==> src/rtl/rxq_pkg.sv <==
package rxq_pkg;

    typedef enum logic [2:0] {
        Q_EMPTY,
        Q_ONE_WAIT,
        Q_ONE_BUSY,
        Q_TWO_WAIT,
        Q_TWO_BUSY
    } q_state_e;

    typedef enum logic [1:0] {
        S_IDLE,
        S_FLAG,
        S_FLAG_HELD,
        S_GAP
    } s_state_e;

endpackage

==> src/rtl/rxq_slot_queue.sv <==
module rxq_slot_queue
    import rxq_pkg::*;
#(
    parameter int PAGE_W = 4
) (
    input  logic              clk,
    input  logic              rst_n,
    input  logic              arm_i,
    input  logic [PAGE_W-1:0] page_i,
    input  logic              cancel_i,
    input  logic              begin_i,
    input  logic              end_i,
    output logic [PAGE_W-1:0] head_page_o,
    output logic              empty_o,
    output logic              overflow_o,
    output logic              complete_o
);

    localparam logic [1:0] DEPTH = 2'd2;

    q_state_e          state_q, state_d;
    logic [1:0]        cnt, cnt_mid, cnt_n;
    logic              busy, busy_n;
    logic              pop, start, push;
    logic [PAGE_W-1:0] slot0_q, slot1_q;

    // Decode the current state into an occupancy count and a begun flag.
    always_comb begin
        unique case (state_q)
            Q_EMPTY:    begin cnt = 2'd0; busy = 1'b0; end
            Q_ONE_WAIT: begin cnt = 2'd1; busy = 1'b0; end
            Q_ONE_BUSY: begin cnt = 2'd1; busy = 1'b1; end
            Q_TWO_WAIT: begin cnt = 2'd2; busy = 1'b0; end
            Q_TWO_BUSY: begin cnt = 2'd2; busy = 1'b1; end
            default:    begin cnt = 2'd0; busy = 1'b0; end
        endcase
    end

    // Transition events: finish, cancel, start and arm.
    always_comb begin
        complete_o = end_i && busy;
        pop        = complete_o || (cancel_i && !busy && (cnt != 2'd0));
        start      = begin_i && !busy && (cnt != 2'd0) && !cancel_i;
        push       = arm_i && (cnt != DEPTH);
        cnt_mid    = cnt - {1'b0, pop};
        cnt_n      = cnt_mid + {1'b0, push};
        busy_n     = start ? 1'b1 : (pop ? 1'b0 : busy);
        unique case ({cnt_n, busy_n})
            3'b010:  state_d = Q_ONE_WAIT;
            3'b011:  state_d = Q_ONE_BUSY;
            3'b100:  state_d = Q_TWO_WAIT;
            3'b101:  state_d = Q_TWO_BUSY;
            default: state_d = Q_EMPTY;
        endcase
    end

    // State register.
    always_ff @(posedge clk) begin
        if (!rst_n) state_q <= Q_EMPTY;
        else        state_q <= state_d;
    end

    // Page slots and the sticky overflow flag.
    always_ff @(posedge clk) begin
        if (!rst_n) begin
            slot0_q    <= '0;
            slot1_q    <= '0;
            overflow_o <= 1'b0;
        end else begin
            if (pop) slot0_q <= slot1_q;
            if (push) begin
                if (cnt_mid == 2'd0) slot0_q <= page_i;
                else                 slot1_q <= page_i;
            end
            if (arm_i && (cnt == DEPTH)) overflow_o <= 1'b1;
        end
    end

    // Outputs.
    always_comb begin
        empty_o     = (state_q == Q_EMPTY);
        head_page_o = empty_o ? '0 : slot0_q;
    end


    overflow_sticky_chk: assert property (@(posedge clk) disable iff (!rst_n)
        overflow_o |=> overflow_o);


    overflow_cause_chk: assert property (@(posedge clk) disable iff (!rst_n)
        $rose(overflow_o) |-> $past(arm_i));


    cancel_begun_chk: assert property (@(posedge clk) disable iff (!rst_n)
        (cancel_i && busy && !end_i) |=> (!empty_o && $stable(head_page_o)));

endmodule

==> src/rtl/rxq_status_fsm.sv <==
module rxq_status_fsm
    import rxq_pkg::*;
#(
    parameter int GAP_CYC = 5
) (
    input  logic clk,
    input  logic rst_n,
    input  logic complete_i,
    input  logic ack_i,
    output logic status_o
);

    localparam int CW = (GAP_CYC < 2) ? 1 : $clog2(GAP_CYC + 1);
    localparam logic [CW-1:0] GAP_LAST = CW'(GAP_CYC - 1);

    s_state_e      state_q, state_d;
    logic          held_q, held_d;
    logic [CW-1:0] gap_q;
    logic          gap_done;

    always_comb begin
        gap_done = (gap_q == GAP_LAST);
        state_d  = state_q;
        held_d   = held_q;
        unique case (state_q)
            S_IDLE: begin
                if (complete_i) state_d = S_FLAG;
            end
            S_FLAG: begin
                if (ack_i) begin
                    state_d = S_GAP;
                    held_d  = complete_i;
                end else if (complete_i) begin
                    state_d = S_FLAG_HELD;
                end
            end
            S_FLAG_HELD: begin
                if (ack_i) begin
                    state_d = S_GAP;
                    held_d  = 1'b1;
                end
            end
            S_GAP: begin
                if (complete_i) held_d = 1'b1;
                if (gap_done) begin
                    state_d = (held_q || complete_i) ? S_FLAG : S_IDLE;
                    held_d  = 1'b0;
                end
            end
            default: state_d = S_IDLE;
        endcase
    end

    // State register, together with the held flag and the gap counter.
    always_ff @(posedge clk) begin
        if (!rst_n) begin
            state_q <= S_IDLE;
            held_q  <= 1'b0;
            gap_q   <= '0;
        end else begin
            state_q <= state_d;
            held_q  <= held_d;
            if (state_q != S_GAP) gap_q <= '0;
            else                  gap_q <= gap_q + 1'b1;
        end
    end

    // Output.
    always_comb begin
        status_o = (state_q == S_FLAG) || (state_q == S_FLAG_HELD);
    end

    // Gap watcher: counts how long the status bit has been low.
    logic [CW:0] low_run;
    logic        seen_high;
    always_ff @(posedge clk) begin
        if (!rst_n) begin
            low_run   <= '0;
            seen_high <= 1'b0;
        end else if (status_o) begin
            low_run   <= '0;
            seen_high <= 1'b1;
        end else if (low_run != (CW+1)'(GAP_CYC)) begin
            low_run <= low_run + 1'b1;
        end
    end


    gap_length_chk: assert property (@(posedge clk) disable iff (!rst_n)
        ($rose(status_o) && seen_high) |-> (low_run >= (CW+1)'(GAP_CYC)));


    clear_only_by_ack_chk: assert property (@(posedge clk) disable iff (!rst_n)
        $fell(status_o) |-> $past(ack_i));


    set_source_chk: assert property (@(posedge clk) disable iff (!rst_n)
        $rose(status_o) |-> ($past(complete_i) || $past(state_q == S_GAP)));

endmodule

==> src/rtl/rxq_chain_ctrl.sv <==
module rxq_chain_ctrl #(
    parameter int PAGE_W  = 4,
    parameter int GAP_CYC = 5
) (
    input  logic              clk,
    input  logic              rst_n,
    input  logic              arm_rx,
    input  logic [PAGE_W-1:0] arm_page,
    input  logic              cancel_rx,
    input  logic              ack_rx,
    input  logic              rx_begin,
    input  logic              rx_end,
    input  logic              rx_inhibit,
    output logic [PAGE_W-1:0] active_page,
    output logic              queue_empty,
    output logic              rx_status,
    output logic              rx_irq,
    output logic              arm_overflow
);

    logic complete;

    rxq_slot_queue #(.PAGE_W(PAGE_W)) u_queue (
        .clk         (clk),
        .rst_n       (rst_n),
        .arm_i       (arm_rx),
        .page_i      (arm_page),
        .cancel_i    (cancel_rx),
        .begin_i     (rx_begin),
        .end_i       (rx_end),
        .head_page_o (active_page),
        .empty_o     (queue_empty),
        .overflow_o  (arm_overflow),
        .complete_o  (complete)
    );

    rxq_status_fsm #(.GAP_CYC(GAP_CYC)) u_status (
        .clk        (clk),
        .rst_n      (rst_n),
        .complete_i (complete),
        .ack_i      (ack_rx),
        .status_o   (rx_status)
    );

    always_comb rx_irq = rx_status && !rx_inhibit;


    irq_needs_status_chk: assert property (@(posedge clk) disable iff (!rst_n)
        rx_irq |-> rx_status);

endmodule

==> config.mk <==
export PLATFORM = sky130hd
export DESIGN_NAME = rxq_chain_ctrl
export DESIGN_NICKNAME = d
export VERILOG_FILES = /design/src/rtl/rxq_pkg.sv /design/src/rtl/rxq_slot_queue.sv /design/src/rtl/rxq_status_fsm.sv /design/src/rtl/rxq_chain_ctrl.sv
export SDC_FILE = /design/constraint.sdc
export NUM_CORES = 1
export LEC_CHECK = 0
export ABC_AREA = 0
export BUFFER_PORTS_ARGS = -buffer_cell sky130_fd_sc_hd__buf_2
export CORE_UTILIZATION = 55
export CTS_CLUSTER_SIZE = 8
export DETAILED_ROUTE_END_ITERATION = 6
export HOLD_SLACK_MARGIN = 0.15
export PLACE_DENSITY = 0.81
export SYNTH_ARGS = -nofsm -noshare
export SYNTH_HDL_FRONTEND = slang
export SYNTH_HIERARCHICAL = 1
export SYNTH_SLANG_ARGS = --single-unit
==> constraint.sdc <==
create_clock -name clk -period 3.3 [get_ports clk]
set_input_delay 0.495 -clock clk [delete_from_list [all_inputs] [get_ports clk]]
set_output_delay 0.495 -clock clk [all_outputs]
set_load 0.01 [all_outputs]
==> results.json <==
{
  "outcome": "finished, final reports clean",
  "core-area_um2": 1780,
  "start_kind": "flop",
  "pwr-share-comb_pct": 56.9,
  "cts_setup_buffers": 0,
  "dieWidth_um": 46.5,
  "async_flop_share_pct": 0,
  "clock-skew-final_ps": 3.56,
  "die_height_um": 46.5,
  "clock-sinks": 18,
  "synth_top_cell_area_share_pct": 33.1,
  "ir_drop_uv": 471,
  "leakage_nw": 0.610,
  "post-place-ws_ps": 847,
  "ys_dominant_reg_cell": "sky130_fd_sc_hd__dfxtp_1",
  "post-route-worst-setup-slack_ps": 907,
  "synth_most_common_cell": "sky130_fd_sc_hd__dfxtp_1",
  "maxCapViolCount": 0,
  "dieArea_um2": 2160,
  "ys_warn_count": 6,
  "cts_resized": 0,
  "post_synth_fa_ha_maj_area_fraction_pct": 10.3,
  "peak_clock_frequency_supported_by_timing_mhz": 418,
  "synth_commonest_cells": "18 x sky130_fd_sc_hd__dfxtp_1, 12 x sky130_fd_sc_hd__mux2i_1, 10 x sky130_fd_sc_hd__nor2b_1",
  "fin_nets": 158,
  "antenna_found_initial": 0,
  "global_route.overflow_total": 0,
  "fin_crit_sh_pct": 72.5,
  "antenna_cells": 0,
  "end_kind": "flop",
  "tightestPinTransition_ps": 567,
  "floorplan.io_pins": 20,
  "netSwitchingFraction_pct": 41.7,
  "detail_route.wirelength_mm": 2.08,
  "ys_seq_elements": 18,
  "post_synth_num_cell_types": 34,
  "post_synth_mux_area_share_pct": 11.0,
  "synth.top_cells.by_area": "sky130_fd_sc_hd__dfxtp_1 33%, sky130_fd_sc_hd__mux2i_1 11%, sky130_fd_sc_hd__ha_1 10%",
  "gp_congestion": 0.816,
  "synth_largest_area_cell": "sky130_fd_sc_hd__dfxtp_1",
  "number_of_enable_type_register_cells_in_the_synthesized_netlist": 0,
  "vias_in_the_first_global_route": 782,
  "sequential_cell_area_fraction_in_the_yosys_report_pct": 33.1,
  "cts_root_buffer": "sky130_fd_sc_hd__clkbuf_4",
  "worstPathMaxFanout": 7,
  "drc": 0,
  "tns_ps": 0,
  "drt_pass1_iterations": 4,
  "internal_power_w": 0.000595,
  "slew_viol_final": 0,
  "dr_total_vias": 855,
  "min_path_type": "flop to flop",
  "clock_tree.htree_level_count": 1,
  "dp_hpwl_mm": 1.61,
  "syn_area_per_cell_um2": 9.48,
  "gr-usage-all-layers_pct": 22.2,
  "synth_area_um2": 1090,
  "worstPathArrival_ps": 2620,
  "cts-root-to-sink-buffers": 2,
  "syn_inst": 115,
  "path_clk_slew_ps": 100,
  "max-slew-margin-rel_pct": 61.9,
  "cts_tree": "yes",
  "grt_start_max_net_pins": 21,
  "postRouteAntennaNets": 0,
  "std_cell_rows": 15,
  "power.share.clock_pct": 10.6,
  "critPathRequiredTime_ps": 3530,
  "layout_min_cycle_time_ps": 2390,
  "layout-drive-gt1-share_pct": 23.0,
  "seq_power_share_pct": 32.6,
  "p_sw_w": 0.000425,
  "grt_setup_unrepaired": "no",
  "drt_iter0_markers": 13,
  "synthesis.nets": 136,
  "num-fill-cells": 150,
  "hold_buffers": 0,
  "synth_top_family_by_area": "simple AND/OR/NAND/NOR gates",
  "critical_path_class": "flop to flop",
  "synth_compound_area_share_pct": 12.1,
  "area_delta_synth_final_pct": 12.3,
  "synth_simple_gate_area_share_pct": 24.3,
  "pwr_density_cell_nw_per_um2": 834,
  "tritoncts.num_buffers": 3,
  "grt_first_pass_wirelength_mm": 3.30,
  "buffer_ports.inserted": 19,
  "synth_xor_xnor_area_share_pct": 4.71,
  "floorplan.initialDensity_pct": 61.1,
  "clock_insertion_delay_worst_skew_ps": 290,
  "final_number_of_hold_violating_endpoints": 0,
  "detail_route.wl_per_cell_um": 13.0,
  "finalSetupViolCount": 0,
  "routed_via_density": 5.34
}
cells in the final DEF (no fill, tap or decap), types with 2 or more instances in the layout:
cell type,count
sky130_fd_sc_hd__a21oi_1,9
sky130_fd_sc_hd__and3_1,2
sky130_fd_sc_hd__buf_2,19
sky130_fd_sc_hd__clkbuf_4,3
sky130_fd_sc_hd__dfxtp_1,18
sky130_fd_sc_hd__ha_1,9
sky130_fd_sc_hd__inv_1,9
sky130_fd_sc_hd__mux2i_1,12
sky130_fd_sc_hd__nand2_1,6
sky130_fd_sc_hd__nand2b_1,2
sky130_fd_sc_hd__nand3b_1,3
sky130_fd_sc_hd__nor2_1,5
sky130_fd_sc_hd__nor2b_1,10
sky130_fd_sc_hd__o21ai_0,6
sky130_fd_sc_hd__xor2_1,3
stage by stage:
stage                     instance area, um2  utilization [%]  total power, W  cells  hold slack (ps)
after floorplan                         1090                -        0.000796    115              417
after global placement                  1200             67.4        0.000883    157              428
after detailed placement                1200             67.4        0.000917    157              438
after CTS                               1220             68.6         0.00102    160              457
after global routing                    1220             68.6         0.00111    160              482
final                                   1220             68.6         0.00102    160              451
sequential cells by signal, summed over array words and instances, names as in the netlist:
name and cells:
u_queue/overflow_o 1, u_queue/slot0_q 4, u_queue/slot1_q 4, u_queue/state_q 3, u_status/gap_q 3, u_status/held_q 1, u_status/state_q 2
logic make-up after synthesis:
kind of cell	after synthesis
multiplexers	12
adder cells (fa/ha/maj)	9
AO/OA/AOI/OAI	20
XOR/XNOR	5
flip-flops	18
buffers and inverters	11
AND/OR/NAND/NOR	40
worst paths after layout:
path | from | to | slack, ps | cells past startpoint
min | u_status/gap_q[0] | u_status/gap_q[0] | 450 | 1
min reg2reg | u_status/gap_q[0] | u_status/gap_q[0] | 450 | 1
max | u_queue/state_q[2] | u_queue/state_q[1] | 910 | 9
max reg2reg | u_queue/state_q[2] | u_queue/state_q[1] | 910 | 9
critical path, cell delays in order, from the launching register on:
cell	delay [ps]
sky130_fd_sc_hd__dfxtp_1	480
sky130_fd_sc_hd__and3b_1	220
sky130_fd_sc_hd__a31oi_2	360
sky130_fd_sc_hd__inv_1	90
sky130_fd_sc_hd__ha_1	320
sky130_fd_sc_hd__inv_1	50
sky130_fd_sc_hd__ha_1	180
sky130_fd_sc_hd__xor2_1	230
sky130_fd_sc_hd__xnor2_2	190
sky130_fd_sc_hd__mux2i_1	220
cell type report:
cell class                 count  area, um2  share of cell area, %
multi-input combinational     86        681                   55.6
sequential                    18        360                   29.4
timing repair buffer          19       95.1                   7.77
inverter                       9       33.8                   2.76
tap                           25       31.3                   2.56
clock buffer                   3       22.5                   1.84
metal layers:
layer | vias to the layer above | global-route usage (%) | part of all wire (%)
li1 | 444 | - | -
met1 | 387 | 27.5 | 46
met2 | 16 | 34.4 | 48
met3 | 8 | 3.53 | 2.2
met4 | 0 | 15.9 | 3.3
met5 | - | 0 | 0
power by group through the flow:
| stage | Clock [W] | Combinational [W] | Sequential (W) |
|---|---|---|---|
| after detailed placement | 0 | 0.000581 | 0.000336 |
| after global routing | 0.000120 | 0.000650 | 0.000341 |
| final | 0.000108 | 0.000580 | 0.000332 |
| after CTS | 0.000108 | 0.000583 | 0.000331 |
| after floorplan | 0 | 0.000480 | 0.000316 |
| after global placement | 0 | 0.000553 | 0.000330 |
(Power assumes the default switching activity.)
